===== src/rtl/ixind_seq.sv =====
module ixind_seq (
  input  logic        clk,
  input  logic        rst,
  input  logic        start,
  input  logic [15:0] pc_in,
  input  logic [7:0]  x_idx,
  input  logic [7:0]  rdata,
  output logic [15:0] addr,
  output logic        rd,
  output logic        pc_inc,
  output logic [7:0]  data_out,
  output logic        done
);

  typedef enum logic [2:0] {
    S_IDLE = 3'd0,
    S_OPC  = 3'd1,
    S_PTR  = 3'd2,
    S_DUM  = 3'd3,
    S_LO   = 3'd4,
    S_HI   = 3'd5,
    S_FIN  = 3'd6
  } st_t;

  st_t        st;
  logic [7:0] ptr;
  logic [7:0] zp;
  logic [7:0] lo;
  logic [7:0] hi;

  always_ff @(posedge clk) begin
    if (rst) begin
      st       <= S_IDLE;
      ptr      <= 8'h00;
      zp       <= 8'h00;
      lo       <= 8'h00;
      hi       <= 8'h00;
      data_out <= 8'h00;
      done     <= 1'b0;
    end else begin
      done <= (st == S_FIN);
      case (st)
        S_IDLE: if (start) st <= S_OPC;
        S_OPC:  st <= S_PTR;
        S_PTR: begin
          ptr <= rdata;
          st  <= S_DUM;
        end
        S_DUM: begin
          zp <= ptr + x_idx;
          st <= S_LO;
        end
        S_LO: begin
          lo <= rdata;
          st <= S_HI;
        end
        S_HI: begin
          hi <= rdata;
          st <= S_FIN;
        end
        S_FIN: begin
          data_out <= rdata;
          st       <= S_IDLE;
        end
        default: st <= S_IDLE;
      endcase
    end
  end

  always_comb begin
    case (st)
      S_OPC, S_PTR: addr = pc_in;
      S_DUM:        addr = {8'h00, ptr};
      S_LO:         addr = {8'h00, zp};
      S_HI:         addr = {8'h00, zp + 8'd1};
      S_FIN:        addr = {hi, lo};
      default:      addr = 16'h0000;
    endcase
  end

  assign rd     = (st != S_IDLE);
  assign pc_inc = (st == S_OPC) || (st == S_PTR);

endmodule


===== config.mk =====
export PLATFORM = sky130hd
export DESIGN_NAME = ixind_seq
export DESIGN_NICKNAME = d
export VERILOG_FILES = /design/src/rtl/ixind_seq.sv
export SDC_FILE = /design/constraint.sdc
export NUM_CORES = 1
export LEC_CHECK = 0
export BUFFER_PORTS_ARGS = -buffer_cell sky130_fd_sc_hd__buf_4
export CAP_MARGIN = 20
export CELL_PAD_IN_SITES_DETAIL_PLACEMENT = 0
export CELL_PAD_IN_SITES_GLOBAL_PLACEMENT = 1
export CORE_AREA = 2 2 76 114
export CTS_BUF_LIST = sky130_fd_sc_hd__clkbuf_8 sky130_fd_sc_hd__clkbuf_16
export DETAILED_ROUTE_END_ITERATION = 8
export DIE_AREA = 0 0 78 116
export HOLD_SLACK_MARGIN = 0.05
export PLACE_DENSITY = 0.69
export SYNTH_ARGS = -nofsm -noshare
export SYNTH_HDL_FRONTEND = slang
export SYNTH_SLANG_ARGS = --single-unit

===== constraint.sdc =====
create_clock -name clk -period 2.2 [get_ports clk]
set_input_delay 0.66 -clock clk [delete_from_list [all_inputs] [get_ports clk]]
set_output_delay 0.66 -clock clk [all_outputs]
set_load 0.01 [all_outputs]

== Yosys cells after proc, flatten, opt, wreduce, memory -nomap -nowiden ==
Index checks and enable logic that the tools add are counted.
Storage, ports and cells
  bits of input ports: 35
  logic and storage cells: 23
  output and inout bits: 27
  bits in registers: 44
Operators by class
  muxes and demuxes: 3
  add/subtract/negate cells: 2
  equality and inequality tests: 7
  reductions and logical operators: 4
Operator list (number)
  case mux 16 bit (5 select lines): 1
  case mux 3 bit (6 select lines): 1
  == test 3 bit (second input constant): 3
  adder 8 x 1 -> 8 bit (second input constant): 1
  adder 8 bit: 1
  == test 3 x 2 -> 1 bit (second input constant): 2
  == test 3 x 1 -> 1 bit (second input constant): 1
  logical NOT 3 bit: 1
  two-way mux 3 bit: 1
  nonzero test 3 bit: 1
  inequality test 2 bit (second input constant): 1
  OR reduction 2 bit: 1
  logical OR 1 bit: 1

== Logic depth before layout (Yosys ltp) ==
Gate-level depths: netlist (run 1).
  depth after elaboration: 3
  depth in mapped cells: 6
  depth with buffers taken out: 6

== Worst setup path after synthesis (run 1) ==
Ideal clock, no wire load.
  path kind: input to register
  from: input x_idx[0]
  to: register zp[6]
  stages on the path: 6
  arrival time: 1855 ps
  data required time: 2075 ps
  library setup time: 125 ps
  path buffers: 0
  setup slack: 220 ps
  path through: ha_1 -> fa_1 -> a21o_1 -> a211oi_1 -> or3_1 -> nand3_1
On the way
  longest elaborated chain between the ends: 1
Ends and longest elaborated chain
  from (decl): RTL line 6  | input logic [7:0] x_idx,
  adder 8 bit: RTL line 50  | zp <= ptr + x_idx;
  to (signal assigned): RTL line 50
  to (decl): RTL line 27  | logic [7:0] zp;
Every way passes these cells.
A chain may end at the register's enable or synchronous reset.

== Worst setup path in the final report (run 1) ==
  from: register st[1]
  to: output addr[5]
On the way
  longest elaborated chain between the ends: 3
  elaborated cells between the ends (all ways): 8
  classes of those cells: eq/ne (6); mux (1); reduce/logical (1)
Ends and longest elaborated chain
  from (decl): RTL line 25  | st_t st;
  from (signal assigned): RTL line 33  | st <= S_IDLE;
  from (signal assigned): RTL line 43  | S_IDLE: if (start) st <= S_OPC;
  from (signal assigned): RTL line 44  | S_OPC: st <= S_PTR;
  == test 3 x 1 -> 1 bit / == test 3 x 2 -> 1 bit (equally long branches): RTL line 71  | case (st)
  OR reduction 2 bit: RTL line 71
  case mux 16 bit (5 select lines) (*): RTL line 71
  to (decl): RTL line 8  | output logic [15:0] addr,
Every way passes the cells marked *; elsewhere a longest branch is shown, timed or not.

==> results of run 1 <==
[registers in the layout, summed over array words and instances (netlist names)]
register  cells
zp            8
st            3
ptr           8
done          1
lo            8
hi            8
data_out      8
[per-stage QoR]
stage                     setup TNS (ns)  instance area [sq um]  power [mW]  std cells  setup WS, ns
after floorplan                        0                   2350        1.06        302         0.220
after global placement           -0.0150                   3020        1.24        471       -0.0150
after detailed placement         -0.0381                   3020        1.24        471       -0.0205
after CTS                              0                   3290        2.00        484       0.00173
after global routing              -0.328                   3320        2.07        485       -0.0713
final                           -0.00252                   3320        1.99        485      -0.00166
[worst min-delay path, cell delays in order (launching register included)]
cell and delay, ns:
dfxtp_1 0.31, nand2_1 0.05, a21oi_1 0.05
[synth_stat cells, drive strengths merged]
cell     instances  area [sq um]
nor2            10          47.6
mux2i            9          90.1
nand2b           4          25.0
and3             4          25.0
dfxtp           44           881
a22oi            3          22.5
a2111oi          1          10.0
xor2             5          43.8
a311oi           2          17.5
o22a             1          8.76
nor4b            2          17.5
and2b            1          7.51
a21boi           1          7.51
a22o             8          70.1
clkbuf          10          37.5
a221oi           2          17.5
o21ai           20           100
a2bb2oi          1          8.76
or2              1          6.26
xnor2            4          35.0
or4              1          7.51
ha               8           100
mux2             1          11.3
buf              8          45.0
nand3b           1          7.51
a21oi           49           249
a211oi           5          37.5
a21o             1          7.51
or3              4          25.0
nand2           69           259
nor3             2          10.0
o31ai            1          7.51
a31oi            2          12.5
o22ai            1          6.26
fa               1          20.0
inv              4          15.0
nand3           11          55.1
[how the worst max path moves through the flow]
stage,start,to,depth (start not counted)
2_1_floorplan,x_idx[0],zp[6]$_SDFFE_PP0N_,6
3_3_place_gp,pc_in[6],addr[6],6
3_5_place_dp,pc_in[6],addr[6],6
4_1_cts,st[1]$_SDFFE_PP0P_,addr[6],6
5_1_grt,st[1]$_SDFFE_PP0P_,addr[7],6
6_report,st[1]$_SDFFE_PP0P_,addr[5],6
[cell type report]
class,count,area [sq um],share of cell area (%)
clock buffer,5,125,3.77
clock inverter,2,12.5,0.377
inverter,4,15.0,0.452
multi-input combinational,236,1450,43.5
sequential,44,895,26.9
tap,105,131,3.95
timing repair buffer,89,699,21.0
[power breakdown]
group	total, mW	switching (mW)	internal, mW	leakage, nW
clock network	0.724	0.311	0.412	0.0657
logic	0.420	0.203	0.218	0.866
registers	0.849	0.0310	0.817	0.359
[logic make-up after synthesis]
logic type | after synthesis
adders and majority gates | 9
muxes | 10
buffers and inverters | 22
and+or+nand+nor | 110
xor gates and xnor gates | 9
AOI/OAI and AO/OA | 98
DFF | 44
[per-layer routing]
metal	wire, um	vias up	share of wire [%]
met5	0	-	0
met4	274	0	3.6
met3	320	13	4.2
met2	4020	54	52
met1	3080	1112	40
li1	-	1224	-
[timing repair]
action,in CTS,in global routing
buffers inserted,6,1
setup endpoints to repair,17,15
resized for setup,26,10
pin swaps,5,4
hold endpoints to repair,0,0
==> results.json, run 1 <==
{
  "status": "finished with violations",
  "violations": "negative setup slack",
  "grt_start_max_net_pins": 27,
  "crit_fanout": 8,
  "fmax_mhz": 454,
  "grt_use_met3_pct": 2.49,
  "die_h_um": 116,
  "synth_simple_gate_area_share_pct": 20.9,
  "rsz0062_at_grt": "yes",
  "maxSlewHeadroom_pct": 65.6,
  "htree_levels": 2,
  "gp_congestion": 0.806,
  "synth_cell_types": 43,
  "firstDrtPassIters": 4,
  "gr-usage-met1_pct": 19.5,
  "wl_per_cell_um": 15.9,
  "drive_gt1_share_pct": 31.8,
  "slew_violations": 0,
  "clk_latency_ns": 0.29,
  "syn2layout_area_growth_pct": 41.1,
  "clk_pin_slew_ns": 0.06,
  "maxCapViolations": 0,
  "viasPerCell": 4.95,
  "crit_type": "reg -> out",
  "hold_depth": 2,
  "clockRootBuffer": "clkbuf_16",
  "critPathMaxStageDelay_ns": 0.42,
  "clock_sinks": 44,
  "worst_r2r_endpoint": "zp[6]$_SDFFE_PP0N_",
  "synth-compound-area-share_pct": 24.8,
  "path_cells": "buf_6 -> mux2i_1 -> nor2_1 -> a221oi_1 -> o21ai_1 -> buf_4",
  "cp.buffers_inverters": 2,
  "hold_class": "reg -> reg",
  "nFillCells": 835,
  "grt_pass1_wl_um": 11700,
  "hold_start": "data_out[6]$_SDFFE_PP0N_",
  "whs_endpoint": "data_out[6]$_SDFFE_PP0N_",
  "cts_buffers": 5,
  "netlist_area_sq_um": 2350,
  "die_w_um": 78,
  "reg2reg_depth": 6,
  "arrival_ns": 1.54,
  "start_kind": "flip-flop",
  "synth_top_family_by_area": "compound AO/OA/AOI/OAI gates",
  "timing.final.crit_share_pct": 100,
  "crit_required_ns": 1.54,
  "r2r_slack_ns": 0.39,
  "finalSetupViolCount": 2,
  "initial_utilization_pct": 29.4,
  "hold_viol_final": 0,
  "yosysWarnings": 0,
  "clockBufferDepth": 2,
  "via_count": 2403,
  "r2r_start": "ptr[0]$_SDFFE_PP0P_",
  "dpl.hpwl_um": 5850,
  "hold-worst-slack_ns": 0.454,
  "fin_skew_ns": 0.00655,
  "layout_setup_ws_ns": -0.00166,
  "synth_xor_area_share_pct": 3.35,
  "synth_mux_area_share_pct": 4.30,
  "crit_family": "flip-flops",
  "ys_ff_latch": 44,
  "synth-adder-area-share_pct": 5.10,
  "grt.total_usage_pct": 17.1,
  "worstSetupEndpointType": "output pin",
  "drc": 0,
  "diodes": 0,
  "drt_iter0_drc": 69,
  "syn_avg_cell_area_sq_um": 7.80,
  "fp.coreArea_sq_um": 8010,
  "grt_overflow": 0,
  "final.min_clock_period_ns": 2.20,
  "layout_common_cells": "83 x buf_4, 68 x nand2_1, 47 x a21oi_1, 37 x dfxtp_1, 15 x o21ai_0",
  "ir_drop_v": 0.000357,
  "final_util_pct": 41.5,
  "die_area_sq_um": 9050,
  "final_common_cell": "buf_4",
  "syn_nets": 346,
  "antenna_left": 0,
  "placementRows": 40,
  "grt-busiest-layer": "met2",
  "cts_hold_buf": 0,
  "antenna_found_initial": 0,
  "ys_seq_area_share_pct": 37.4,
  "wl_um": 7700,
  "nets": 424,
  "ios": 62,
  "slowest_stage": "dfxtp_4",
  "powerDensity_nw_per_um2": 600,
  "worst_pin_slew_ns": 0.514,
  "grt_use_met2_pct": 31.0,
  "grt_pass1_vias": 2273,
  "p_leak_nw": 1.29,
  "port_buffers": 61,
  "synth_cells": 302,
  "cts_tree": "built"
}
No activity file was read; power rests on OpenSTA's default activity.
==> run 2: changes to the inputs <==
MAX_ROUTING_LAYER = met4   (was not set)
==> run 2 against run 1 <==
Effect of this change: the flow still finishes with violations (negative setup slack); sequential share of layout area unchanged; final area is the same; via count decreased by 0.12%.
==> results.json, run 2 (synthesis results as in run 1) <==
{
  "status": "finished with violations",
  "violations": "negative setup slack",
  "cts_hold_buf": 0,
  "netSwitchingPower_mw": 0.546,
  "die_w_um": 78,
  "htree_levels": 2,
  "gp_congestion": 0.818,
  "slowest_stage": "dfxtp_4",
  "path_cells": "buf_6 -> mux2i_1 -> nor2_1 -> a221oi_1 -> o21ai_1 -> buf_4",
  "switching_share_pct": 27.4,
  "clockBufferDepth": 2,
  "layout_common_cells": "83 x buf_4, 68 x nand2_1, 47 x a21oi_1, 37 x dfxtp_1, 15 x o21ai_0",
  "die_area_sq_um": 9050,
  "viasPerCell": 4.95,
  "hold_class": "reg -> reg",
  "rsz0062_at_grt": "yes",
  "finalSetupViolCount": 2,
  "slew_violations": 0,
  "syn2layout_area_growth_pct": 41.1,
  "crit_type": "reg -> out",
  "wl_met3_um": 226,
  "timing.final.crit_share_pct": 100,
  "pwr-share-clk_pct": 36.3,
  "worst_pin_slew_ns": 0.521,
  "diodes": 0,
  "drt_iter0_drc": 74,
  "cp.buffers_inverters": 2,
  "firstDrtPassIters": 4,
  "fp.coreArea_sq_um": 8010,
  "p_leak_nw": 1.29,
  "via_count": 2400,
  "wl_per_cell_um": 15.9,
  "placementRows": 40,
  "p_int_mw": 1.45,
  "drc": 0,
  "dpl.hpwl_um": 5850,
  "maxSlewHeadroom_pct": 65.2,
  "worstSetupEndpointType": "output pin",
  "cts_buffers": 5,
  "maxUsedRoutingLayer": "met4",
  "numPlacedInstances": 471,
  "grt_overflow": 0,
  "arrival_ns": 1.54,
  "powerDensity_nw_per_um2": 600,
  "clock_sinks": 44,
  "clk_pin_slew_ns": 0.06,
  "crit_fanout": 8,
  "grt_start_max_net_pins": 27,
  "port_buffers": 61,
  "wl_met1_um": 3170,
  "hold_viol_final": 0,
  "antenna_found_initial": 0,
  "dp_slack_ns": -0.0205,
  "critPathMaxStageDelay_ns": 0.42,
  "hold-worst-slack_ns": 0.455,
  "clk_latency_ns": 0.29,
  "fin_skew_ns": 0.00488,
  "die_h_um": 116,
  "drive_gt1_share_pct": 31.8,
  "clockRootBuffer": "clkbuf_16",
  "ios": 62,
  "ir_drop_v": 0.000363,
  "initial_utilization_pct": 29.4,
  "start_kind": "flip-flop",
  "pwr-share-comb_pct": 21.1,
  "grt_pass1_wl_um": 11700,
  "route.met2.wl_um": 4040,
  "final_common_cell": "buf_4",
  "wl_um": 7710,
  "nFillCells": 835,
  "grt_pass1_vias": 2268,
  "crit_family": "flip-flops",
  "layout_setup_ws_ns": -0.000293,
  "grt.total_usage_pct": 17.7,
  "antenna_left": 0,
  "cts_tree": "built",
  "final.min_clock_period_ns": 2.20,
  "nets": 424,
  "maxCapViolations": 0,
  "instances_no_fill": 485,
  "seqPwrFrac_pct": 42.6,
  "crit_required_ns": 1.54,
  "fmax_mhz": 454
}
run 2: per-layer routing:
metal / GRT usage (%) / vias to the layer above
met5: - / -
met4: 8.77 / 0
met3: 2.10 / 13
met2: 30.9 / 53
met1: 19.9 / 1112
li1: - / 1222
run 2: final cells by class:
| class | count | area [sq um] | share of cell area [%] |
|---|---|---|---|
| sequential | 44 | 895 | 26.9 |
| clock buffer | 5 | 125 | 3.77 |
| multi-input combinational | 236 | 1450 | 43.5 |
| timing repair buffer | 89 | 699 | 21.0 |
| tap | 105 | 131 | 3.95 |
| inverter | 4 | 15.0 | 0.452 |
| clock inverter | 2 | 12.5 | 0.377 |
run 2: repair_timing:
action / in CTS / in global routing
gates resized for setup: 26 / 10
pin swaps: 5 / 4
setup endpoints to repair: 17 / 15
setup buffers: 6 / 1
run 2: worst paths after layout:
check                           cells after the start                startpoint                       end  slack [ns]
worst max-delay path                                6        st[1]$_SDFFE_PP0P_                   addr[5]     -0.0003
worst min-delay path                                2  data_out[6]$_SDFFE_PP0N_  data_out[6]$_SDFFE_PP0N_        0.46
worst max register to register                      5       ptr[4]$_SDFFE_PP0P_        zp[7]$_SDFFE_PP0N_        0.39
worst min register to register                      2  data_out[6]$_SDFFE_PP0N_  data_out[6]$_SDFFE_PP0N_        0.46
run 2: power by group through the flow:
| stage | Combinational [mW] | Sequential [mW] | Clock (mW) |
|---|---|---|---|
| final | 0.421 | 0.848 | 0.724 |
| after global placement | 0.376 | 0.864 | 0 |
| after CTS | 0.421 | 0.847 | 0.734 |
| after floorplan | 0.208 | 0.848 | 0 |
| after global routing | 0.459 | 0.850 | 0.763 |
| after detailed placement | 0.380 | 0.864 | 0 |
run 2: worst min-delay path: cells and delay by family, from the launching register on:
kind	cells	cell delay, ns
flops	1	0.31
simple gates	1	0.05
compound gates	1	0.05
run 2: stage by stage:
stage               total power, mW  setup TNS, ns  cell area, sq um  utilization [%]
CTS                            2.00              0              3290             41.1
floorplan                      1.06              0              2350                -
global route                   2.07         -0.328              3320             41.5
detailed placement             1.24        -0.0381              3020             37.7
global placement               1.24        -0.0150              3020             37.7
finish                         1.99      -0.000316              3320             41.5
